===== src/rtl/stk_pkg.sv =====
package stk_pkg;

    localparam int INSTR_W = 9;

    typedef enum logic {
        ST_FETCH = 1'b0,
        ST_EXEC  = 1'b1
    } phase_t;

    localparam logic [7:0] OP_NOP     = 8'h00;
    localparam logic [7:0] OP_RET     = 8'h01;
    localparam logic [7:0] OP_TEMP    = 8'h10;
    localparam logic [7:0] OP_DEPTH   = 8'h11;
    localparam logic [7:0] OP_RDEPTH  = 8'h12;
    localparam logic [7:0] OP_DUP     = 8'h13;
    localparam logic [7:0] OP_OVER    = 8'h14;
    localparam logic [7:0] OP_JMP     = 8'h20;
    localparam logic [7:0] OP_CALL    = 8'h21;
    localparam logic [7:0] OP_DROP    = 8'h22;
    localparam logic [7:0] OP_LOAD    = 8'h30;
    localparam logic [7:0] OP_INPORT  = 8'h31;
    localparam logic [7:0] OP_NOT     = 8'h32;
    localparam logic [7:0] OP_SHL     = 8'h33;
    localparam logic [7:0] OP_SHR     = 8'h34;
    localparam logic [7:0] OP_SHRA    = 8'h35;
    localparam logic [7:0] OP_IF      = 8'h40;
    localparam logic [7:0] OP_STORE   = 8'h41;
    localparam logic [7:0] OP_OUTPORT = 8'h42;
    localparam logic [7:0] OP_NIP     = 8'h50;
    localparam logic [7:0] OP_ADD     = 8'h51;
    localparam logic [7:0] OP_SUB     = 8'h52;
    localparam logic [7:0] OP_AND     = 8'h53;
    localparam logic [7:0] OP_OR      = 8'h54;
    localparam logic [7:0] OP_XOR     = 8'h55;
    localparam logic [7:0] OP_EQ      = 8'h56;
    localparam logic [7:0] OP_GT      = 8'h57;
    localparam logic [7:0] OP_LT      = 8'h58;
    localparam logic [7:0] OP_MUL     = 8'h59;

    typedef struct packed {
        logic       is_lit;
        logic [7:0] payload;
        logic [7:0] opcode;
        logic [1:0] pops;
        logic       push;
    } stk_decoded_t;

endpackage


===== src/rtl/stk_decode.sv =====
module stk_decode
    import stk_pkg::*;
(
    input  logic [INSTR_W-1:0] instr,
    output stk_decoded_t       dec
);

    always_comb begin
        dec.is_lit  = instr[INSTR_W-1];
        dec.payload = instr[7:0];
        dec.opcode  = instr[7:0];
        dec.pops    = 2'd0;
        dec.push    = 1'b0;
        if (!instr[INSTR_W-1]) begin
            unique case (instr[7:4])
                4'd0:    begin dec.pops = 2'd0; dec.push = 1'b0; end
                4'd1:    begin dec.pops = 2'd0; dec.push = 1'b1; end
                4'd2:    begin dec.pops = 2'd1; dec.push = 1'b0; end
                4'd3:    begin dec.pops = 2'd1; dec.push = 1'b1; end
                4'd4:    begin dec.pops = 2'd2; dec.push = 1'b0; end
                4'd5:    begin dec.pops = 2'd2; dec.push = 1'b1; end
                default: begin dec.pops = 2'd0; dec.push = 1'b0; end
            endcase
        end
    end

endmodule


===== src/rtl/stk_regfile.sv =====
module stk_regfile #(
    parameter int W     = 32,
    parameter int DEPTH = 16,
    parameter int N_RD  = 2,
    parameter int PW    = $clog2(DEPTH)
) (
    input  logic                     clk,
    input  logic                     we,
    input  logic [PW-1:0]            waddr,
    input  logic [W-1:0]             wdata,
    input  logic [N_RD-1:0][PW-1:0]  raddr,
    output logic [N_RD-1:0][W-1:0]   rdata
);

    logic [W-1:0] cells [DEPTH];

    generate
        for (genvar i = 0; i < DEPTH; i++) begin : g_cell
            logic [W-1:0] cell_q;
            always_ff @(posedge clk) begin
                if (we && waddr == PW'(i)) begin
                    cell_q <= wdata;
                end
            end
            assign cells[i] = cell_q;
        end

        for (genvar r = 0; r < N_RD; r++) begin : g_rd
            assign rdata[r] = cells[raddr[r]];
        end
    endgenerate

endmodule


===== src/rtl/stk_alu.sv =====
module stk_alu
    import stk_pkg::*;
#(
    parameter int DATA_W = 32
) (
    input  logic [7:0]        opcode,
    input  logic [DATA_W-1:0] top,
    input  logic [DATA_W-1:0] second,
    input  logic [DATA_W-1:0] temp_val,
    input  logic [DATA_W-1:0] ds_count,
    input  logic [DATA_W-1:0] rs_count,
    input  logic [DATA_W-1:0] mem_rdata,
    input  logic [DATA_W-1:0] bus_rdata,
    output logic [DATA_W-1:0] result
);

    localparam logic [DATA_W-1:0] TRUE_W  = '1;
    localparam logic [DATA_W-1:0] FALSE_W = '0;

    always_comb begin
        unique case (opcode)
            OP_TEMP:   result = temp_val;
            OP_DEPTH:  result = ds_count;
            OP_RDEPTH: result = rs_count;
            OP_DUP:    result = top;
            OP_OVER:   result = second;
            OP_LOAD:   result = mem_rdata;
            OP_INPORT: result = bus_rdata;
            OP_NOT:    result = (top == '0) ? TRUE_W : FALSE_W;
            OP_SHL:    result = {top[DATA_W-2:0], 1'b0};
            OP_SHR:    result = {1'b0, top[DATA_W-1:1]};
            OP_SHRA:   result = {top[DATA_W-1], top[DATA_W-1:1]};
            OP_NIP:    result = top;
            OP_ADD:    result = second + top;
            OP_SUB:    result = second - top;
            OP_AND:    result = second & top;
            OP_OR:     result = second | top;
            OP_XOR:    result = second ^ top;
            OP_EQ:     result = (second == top) ? TRUE_W : FALSE_W;
            OP_GT:     result = ($signed(second) > $signed(top)) ? TRUE_W : FALSE_W;
            OP_LT:     result = ($signed(second) < $signed(top)) ? TRUE_W : FALSE_W;
            OP_MUL:    result = second * top;
            default:   result = FALSE_W;
        endcase
    end

endmodule


===== src/rtl/stk_core.sv =====
module stk_core
    import stk_pkg::*;
#(
    parameter int DATA_W   = 32,
    parameter int PC_W     = 11,
    parameter int DS_DEPTH = 16,
    parameter int RS_DEPTH = 16,
    parameter int MEM_AW   = 8,
    parameter int BUS_AW   = 8
) (
    input  logic               clk,
    input  logic               rst,
    output logic [PC_W-1:0]    code_addr,
    input  logic [INSTR_W-1:0] code_data,
    output logic [MEM_AW-1:0]  mem_addr,
    output logic [DATA_W-1:0]  mem_wdata,
    output logic               mem_we,
    input  logic [DATA_W-1:0]  mem_rdata,
    output logic [BUS_AW-1:0]  bus_addr,
    output logic [DATA_W-1:0]  bus_wdata,
    output logic               bus_wr,
    input  logic [DATA_W-1:0]  bus_rdata
);

    localparam int DS_PW = $clog2(DS_DEPTH);
    localparam int RS_PW = $clog2(RS_DEPTH);

    // phase state
    phase_t state_q, state_nx;
    logic   fetching;

    // architectural registers
    logic [PC_W-1:0]   pc_q, pc_nx;
    logic [DS_PW-1:0]  dsp_q, dsp_nx;
    logic [RS_PW-1:0]  rsp_q, rsp_nx;
    logic              prev_lit_q;
    logic [DATA_W-1:0] temp_q;

    // stack ports
    logic                        ds_we;
    logic [DS_PW-1:0]            ds_waddr;
    logic [DATA_W-1:0]           ds_wdata;
    logic [1:0][DS_PW-1:0]       ds_raddr;
    logic [1:0][DATA_W-1:0]      ds_rdata;
    logic [DATA_W-1:0]           top, second;

    logic                        rs_we;
    logic [RS_PW-1:0]            rs_waddr;
    logic [PC_W-1:0]             rs_wdata;
    logic [0:0][RS_PW-1:0]       rs_raddr;
    logic [0:0][PC_W-1:0]        rs_rdata;
    logic [PC_W-1:0]             rs_top;

    stk_decoded_t      dec;
    logic [DATA_W-1:0] alu_res;
    logic [DATA_W-1:0] lit_value;
    logic              temp_we;
    logic              mem_we_c, bus_wr_c;

    assign fetching = (state_q == ST_FETCH);

    stk_decode u_decode (
        .instr (code_data),
        .dec   (dec)
    );

    assign ds_raddr[0] = dsp_q;
    assign ds_raddr[1] = dsp_q - 1'b1;
    assign top         = ds_rdata[0];
    assign second      = ds_rdata[1];

    stk_regfile #(
        .W     (DATA_W),
        .DEPTH (DS_DEPTH),
        .N_RD  (2),
        .PW    (DS_PW)
    ) u_dstack (
        .clk   (clk),
        .we    (ds_we),
        .waddr (ds_waddr),
        .wdata (ds_wdata),
        .raddr (ds_raddr),
        .rdata (ds_rdata)
    );

    assign rs_raddr[0] = rsp_q;
    assign rs_top      = rs_rdata[0];

    stk_regfile #(
        .W     (PC_W),
        .DEPTH (RS_DEPTH),
        .N_RD  (1),
        .PW    (RS_PW)
    ) u_rstack (
        .clk   (clk),
        .we    (rs_we),
        .waddr (rs_waddr),
        .wdata (rs_wdata),
        .raddr (rs_raddr),
        .rdata (rs_rdata)
    );

    stk_alu #(
        .DATA_W (DATA_W)
    ) u_alu (
        .opcode    (dec.opcode),
        .top       (top),
        .second    (second),
        .temp_val  (temp_q),
        .ds_count  (DATA_W'(dsp_q)),
        .rs_count  (DATA_W'(rsp_q)),
        .mem_rdata (mem_rdata),
        .bus_rdata (bus_rdata),
        .result    (alu_res)
    );

    // literal assembly: new push sign-extends, a chained literal shifts in a byte
    assign lit_value = prev_lit_q ? {top[DATA_W-9:0], dec.payload}
                                  : {{(DATA_W-8){dec.payload[7]}}, dec.payload};

    // state register process
    always_ff @(posedge clk) begin
        if (rst) begin
            state_q <= ST_FETCH;
        end else begin
            state_q <= state_nx;
        end
    end

    always_comb begin
        unique case (state_q)
            ST_FETCH: state_nx = ST_EXEC;
            ST_EXEC:  state_nx = ST_FETCH;
            default:  state_nx = ST_FETCH;
        endcase
    end

    // output and next-value process
    always_comb begin
        ds_we    = 1'b0;
        dsp_nx   = dsp_q;
        ds_waddr = dsp_q;
        ds_wdata = alu_res;
        rs_we    = 1'b0;
        rsp_nx   = rsp_q;
        rs_waddr = rsp_q + 1'b1;
        rs_wdata = pc_q + 1'b1;
        pc_nx    = pc_q + 1'b1;
        temp_we  = 1'b0;
        mem_we_c = 1'b0;
        bus_wr_c = 1'b0;
        if (!fetching) begin
            if (dec.is_lit) begin
                dsp_nx   = prev_lit_q ? dsp_q : dsp_q + 1'b1;
                ds_we    = 1'b1;
                ds_waddr = dsp_nx;
                ds_wdata = lit_value;
            end else begin
                dsp_nx   = dsp_q - DS_PW'(dec.pops) + DS_PW'(dec.push);
                ds_we    = dec.push;
                ds_waddr = dsp_nx;
                case (dec.opcode)
                    OP_JMP: begin
                        pc_nx = top[PC_W-1:0];
                    end
                    OP_CALL: begin
                        pc_nx  = top[PC_W-1:0];
                        rs_we  = 1'b1;
                        rsp_nx = rsp_q + 1'b1;
                    end
                    OP_RET: begin
                        pc_nx  = rs_top;
                        rsp_nx = rsp_q - 1'b1;
                    end
                    OP_IF: begin
                        if (second == '0) begin
                            pc_nx = top[PC_W-1:0];
                        end
                    end
                    OP_STORE:   mem_we_c = 1'b1;
                    OP_OUTPORT: bus_wr_c = 1'b1;
                    OP_NIP:     temp_we  = 1'b1;
                    default:    ;
                endcase
            end
        end
    end

    // datapath registers, updated at the end of EXEC
    always_ff @(posedge clk) begin
        if (rst) begin
            pc_q       <= '0;
            dsp_q      <= '0;
            rsp_q      <= '0;
            prev_lit_q <= 1'b0;
            temp_q     <= '0;
        end else if (!fetching) begin
            pc_q       <= pc_nx;
            dsp_q      <= dsp_nx;
            rsp_q      <= rsp_nx;
            prev_lit_q <= dec.is_lit;
            if (temp_we) begin
                temp_q <= second;
            end
        end
    end

    assign code_addr = pc_q;
    assign mem_addr  = top[MEM_AW-1:0];
    assign mem_wdata = second;
    assign mem_we    = mem_we_c;
    assign bus_addr  = top[BUS_AW-1:0];
    assign bus_wdata = second;
    assign bus_wr    = bus_wr_c;

endmodule


===== config.mk =====
export PLATFORM = sky130hd
export DESIGN_NAME = stk_core
export DESIGN_NICKNAME = d
export VERILOG_FILES = /design/src/rtl/stk_pkg.sv /design/src/rtl/stk_decode.sv /design/src/rtl/stk_regfile.sv /design/src/rtl/stk_alu.sv /design/src/rtl/stk_core.sv
export SDC_FILE = /design/constraint.sdc
export NUM_CORES = 2
export LEC_CHECK = 0
export BUFFER_PORTS_ARGS = -buffer_cell sky130_fd_sc_hd__buf_2
export CORE_MARGIN = 10
export CORE_UTILIZATION = 40
export CTS_BUF_LIST = sky130_fd_sc_hd__clkbuf_8
export CTS_CLUSTER_DIAMETER = 100
export DETAILED_ROUTE_END_ITERATION = 10
export SLEW_MARGIN = 20
export SYNTH_ARGS = -nofsm -noshare
export SYNTH_HDL_FRONTEND = slang
export SYNTH_SLANG_ARGS = --single-unit

===== constraint.sdc =====
create_clock -name clk -period 19.45 [get_ports clk]
set_input_delay 1.945 -clock clk [delete_from_list [all_inputs] [get_ports clk]]
set_output_delay 1.945 -clock clk [all_outputs]
set_load 0.02 [all_outputs]

==> flow_metrics.tcl <==
set metrics [dict create \
    worstHoldStart "temp_q[24]$_SDFFE_PP0P_" \
    cts_root_buffer "clkbuf_8" \
    grt_pass1_wl_um 299000 \
    cp_slowest_stage_delay_ns 0.85 \
    worst_pin_slew_ns 1.25 \
    postCtsHoldBufs 0 \
    wl_um 208000 \
    synth_edf_count 688 \
    vias 42065 \
    htreeDepth 3 \
    rr_endpoint "u_dstack.g_cell[13].cell_q[30]$_DFFE_PP_" \
    numClockSinks 741 \
    seq_area_frac_synth 0.391 \
    worst-setup-path-type "flip-flop to flip-flop" \
    cts_resized 0 \
    cp-start-kind "flip-flop" \
    cp_max_fo 51 \
    synth_common_cells "edfxtp_1 (688), nor2_1 (552), inv_1 (526)" \
    syn2layout_area_growth_pct 9.97 \
    min_period_ns 12.22 \
    rsz0062_at_grt "no" \
    ff2ff_setup_slack_ns 7.23 \
    core_area_mm2 0.138 \
    dr.pass1.iters 9 \
    final_cells 6661 \
    initialDrtViolationCount 5563 \
    syn_avg_cell_area_um2 11.9 \
    holdPathStages 2 \
    track_usage 0.266 \
    post-route-util 0.443 \
    async_reset_ff_frac 0 \
    period_share 0.628 \
    cts_made_buffers 117 \
    die_area_mm2 0.154 \
    syn_inst 4658 \
    crit_start "dsp_q[0]$_SDFF_PP0_" \
    end_kind "flip-flop" \
    synth_warnings 0 \
    hp-class "flip-flop to flip-flop" \
    max_freq_mhz 81.8 \
    status "finished, final reports clean" \
    cp.required_ns 19.89 \
    ys.flop_type "edfxtp_1" \
    nFillCells 12664 \
    first_global_vias 42248 \
    ios 168 \
    slew-limit-headroom 0.146 \
    drv_cap 0 \
    dp_hpwl_um 142000 \
    slowest_stage "buf_4" \
    vias_per_cell 6.32 \
    ant_nets 0 \
    synth.area.top_cells "edfxtp_1 (37%), fa_1 (15%), mux4_2 (13%)" \
    synth-seq-cells 741 \
    grt_max_degree 54 \
    cts_max_path_buffers 3 \
    cts_setup_buffers 0 \
    port_buffers 167 \
    drv_slew 0 \
    wire_per_inst_um 31.3 \
    synth_nets 5375 \
    crit_top_cell "fa_1" \
    worstPathArrival_ns 12.66 \
    die_w_um 393 \
    synth_most_common_cell "edfxtp_1" \
    yosysTopAreaCell "edfxtp_1" \
    timing.rr.start "dsp_q[0]$_SDFF_PP0_" \
    drc 0 \
    path_clk_slew_ns 0.06 \
    antenna_found_initial 16 \
    netlist.area_leader.share 0.372 \
    synth.distinct_cells 82 \
    initial_core_util 0.403 \
    drive_gt1_frac 0.192 \
    clock_latency_ns 0.84 \
    fin_nets 5487 \
    rr_worst_depth 31 \
    final.setup.tns_ns 0 \
    whs_endpoint "temp_q[24]$_SDFFE_PP0P_" \
    netlist_area_mm2 0.0555 \
    row_count 136 \
    die_y_um 393 \
    grt-ovfl-total 0 \
    routabilityCongestion 1.01 \
    cts_tree "done" \
    skew_ns 0.0782 \
    setup_viol 0 \
    post-place-cells 6443 \
    hold_viol_final 0 \
]
[logic make-up after synthesis]
| group | synth area share |
|---|---|
| AND/OR/NAND/NOR | 0.0886 |
| buffers and inverters | 0.0652 |
| flip-flops | 0.391 |
| AO/OA/AOI/OAI | 0.0829 |
| adder cells (fa/ha/maj) | 0.200 |
| multiplexers | 0.153 |
| XOR/XNOR | 0.0188 |
[worst max path at each step]
stage | slack, ns | cells past startpoint | endpoint
global placement | 7.29 | 30 | u_dstack.g_cell[0].cell_q[22]$_DFFE_PP_
floorplan | 8.61 | 42 | u_dstack.g_cell[0].cell_q[31]$_DFFE_PP_
global route | 6.62 | 34 | u_dstack.g_cell[8].cell_q[23]$_DFFE_PP_
CTS | 7.03 | 34 | u_dstack.g_cell[7].cell_q[29]$_DFFE_PP_
detailed placement | 7.06 | 34 | u_dstack.g_cell[4].cell_q[29]$_DFFE_PP_
finish | 7.23 | 31 | u_dstack.g_cell[13].cell_q[30]$_DFFE_PP_
[layout by cell type, fill, tap and decap left out, types with 19 or more instances in the layout]
| master | n |
|---|---|
| a31oi_1 | 19 |
| nor2_4 | 20 |
| nor4_1 | 32 |
| xor2_1 | 30 |
| dfxtp_1 | 47 |
| o21ai_0 | 108 |
| nor2b_1 | 21 |
| mux2_2 | 30 |
| nand3_1 | 46 |
| nand2b_1 | 19 |
| fa_1 | 411 |
| clkbuf_8 | 118 |
| inv_1 | 544 |
| a22oi_1 | 31 |
| nor3_1 | 32 |
| o21bai_1 | 20 |
| edfxtp_1 | 688 |
| buf_2 | 167 |
| a211oi_1 | 34 |
| buf_4 | 157 |
| mux4_2 | 323 |
| a222oi_1 | 35 |
| xnor2_1 | 82 |
| nand2_1 | 358 |
| o211ai_1 | 34 |
| a221oi_1 | 31 |
| ha_1 | 230 |
| nor2_1 | 526 |
| a21o_1 | 30 |
| a21oi_1 | 176 |
| o221ai_1 | 24 |
| nand4_1 | 19 |
| mux2i_1 | 79 |
| o22ai_1 | 28 |
| clkinv_1 | 52 |
[critical path: cells and delay by family (launching register included)]
kind | cells | cell delay [ns]
flip-flops | 1 | 0.79
AND/OR/NAND/NOR | 4 | 0.57
buffers and inverters | 10 | 3.20
AO/OA/AOI/OAI | 5 | 1.66
multiplexers | 2 | 1.00
adder cells (fa/ha/maj) | 10 | 4.53
[state kept, by name, indices dropped and copies added (netlist names)]
register	count
u_rstack.g_cell.cell_q	176
temp_q	32
prev_lit_q	1
dsp_q	4
rs_raddr	4
state_q	1
u_dstack.g_cell.cell_q	512
code_addr	11
[metal layers]
layer  wire length, µm  vias up  part of all wire  track usage
met5               138        -           0.00066            0
met1             77900    21383              0.37        0.348
met2             90300     3008              0.43        0.398
met4             14000       22             0.067        0.152
met3             26000      759              0.12       0.0722
li1                  -    16893                 -            -
[area by class of cell]
cell class                 count  area (µm²)  area share
clock buffer                 118        1620      0.0266
antenna                        4        10.0    0.000164
tap                         1794        2240      0.0368
inverter                     545        2050      0.0335
timing repair buffer         326        2070      0.0339
multi-input combinational   3039       30500       0.500
sequential                   741       21700       0.356
clock inverter                94         772      0.0126
[per-stage QoR]
stage	cell area (µm²)	hold slack (ns)	setup slack (ns)
after floorplan	55500	0.436	8.61
after global placement	58500	0.443	7.29
after detailed placement	58500	0.446	7.06
after CTS	60900	0.455	7.03
after global routing	61000	0.485	6.62
final	61000	0.456	7.23
Power is left out: the tool's default activity adds up to more than one toggle a clock period on the data nets, which glitch-free logic cannot reach.
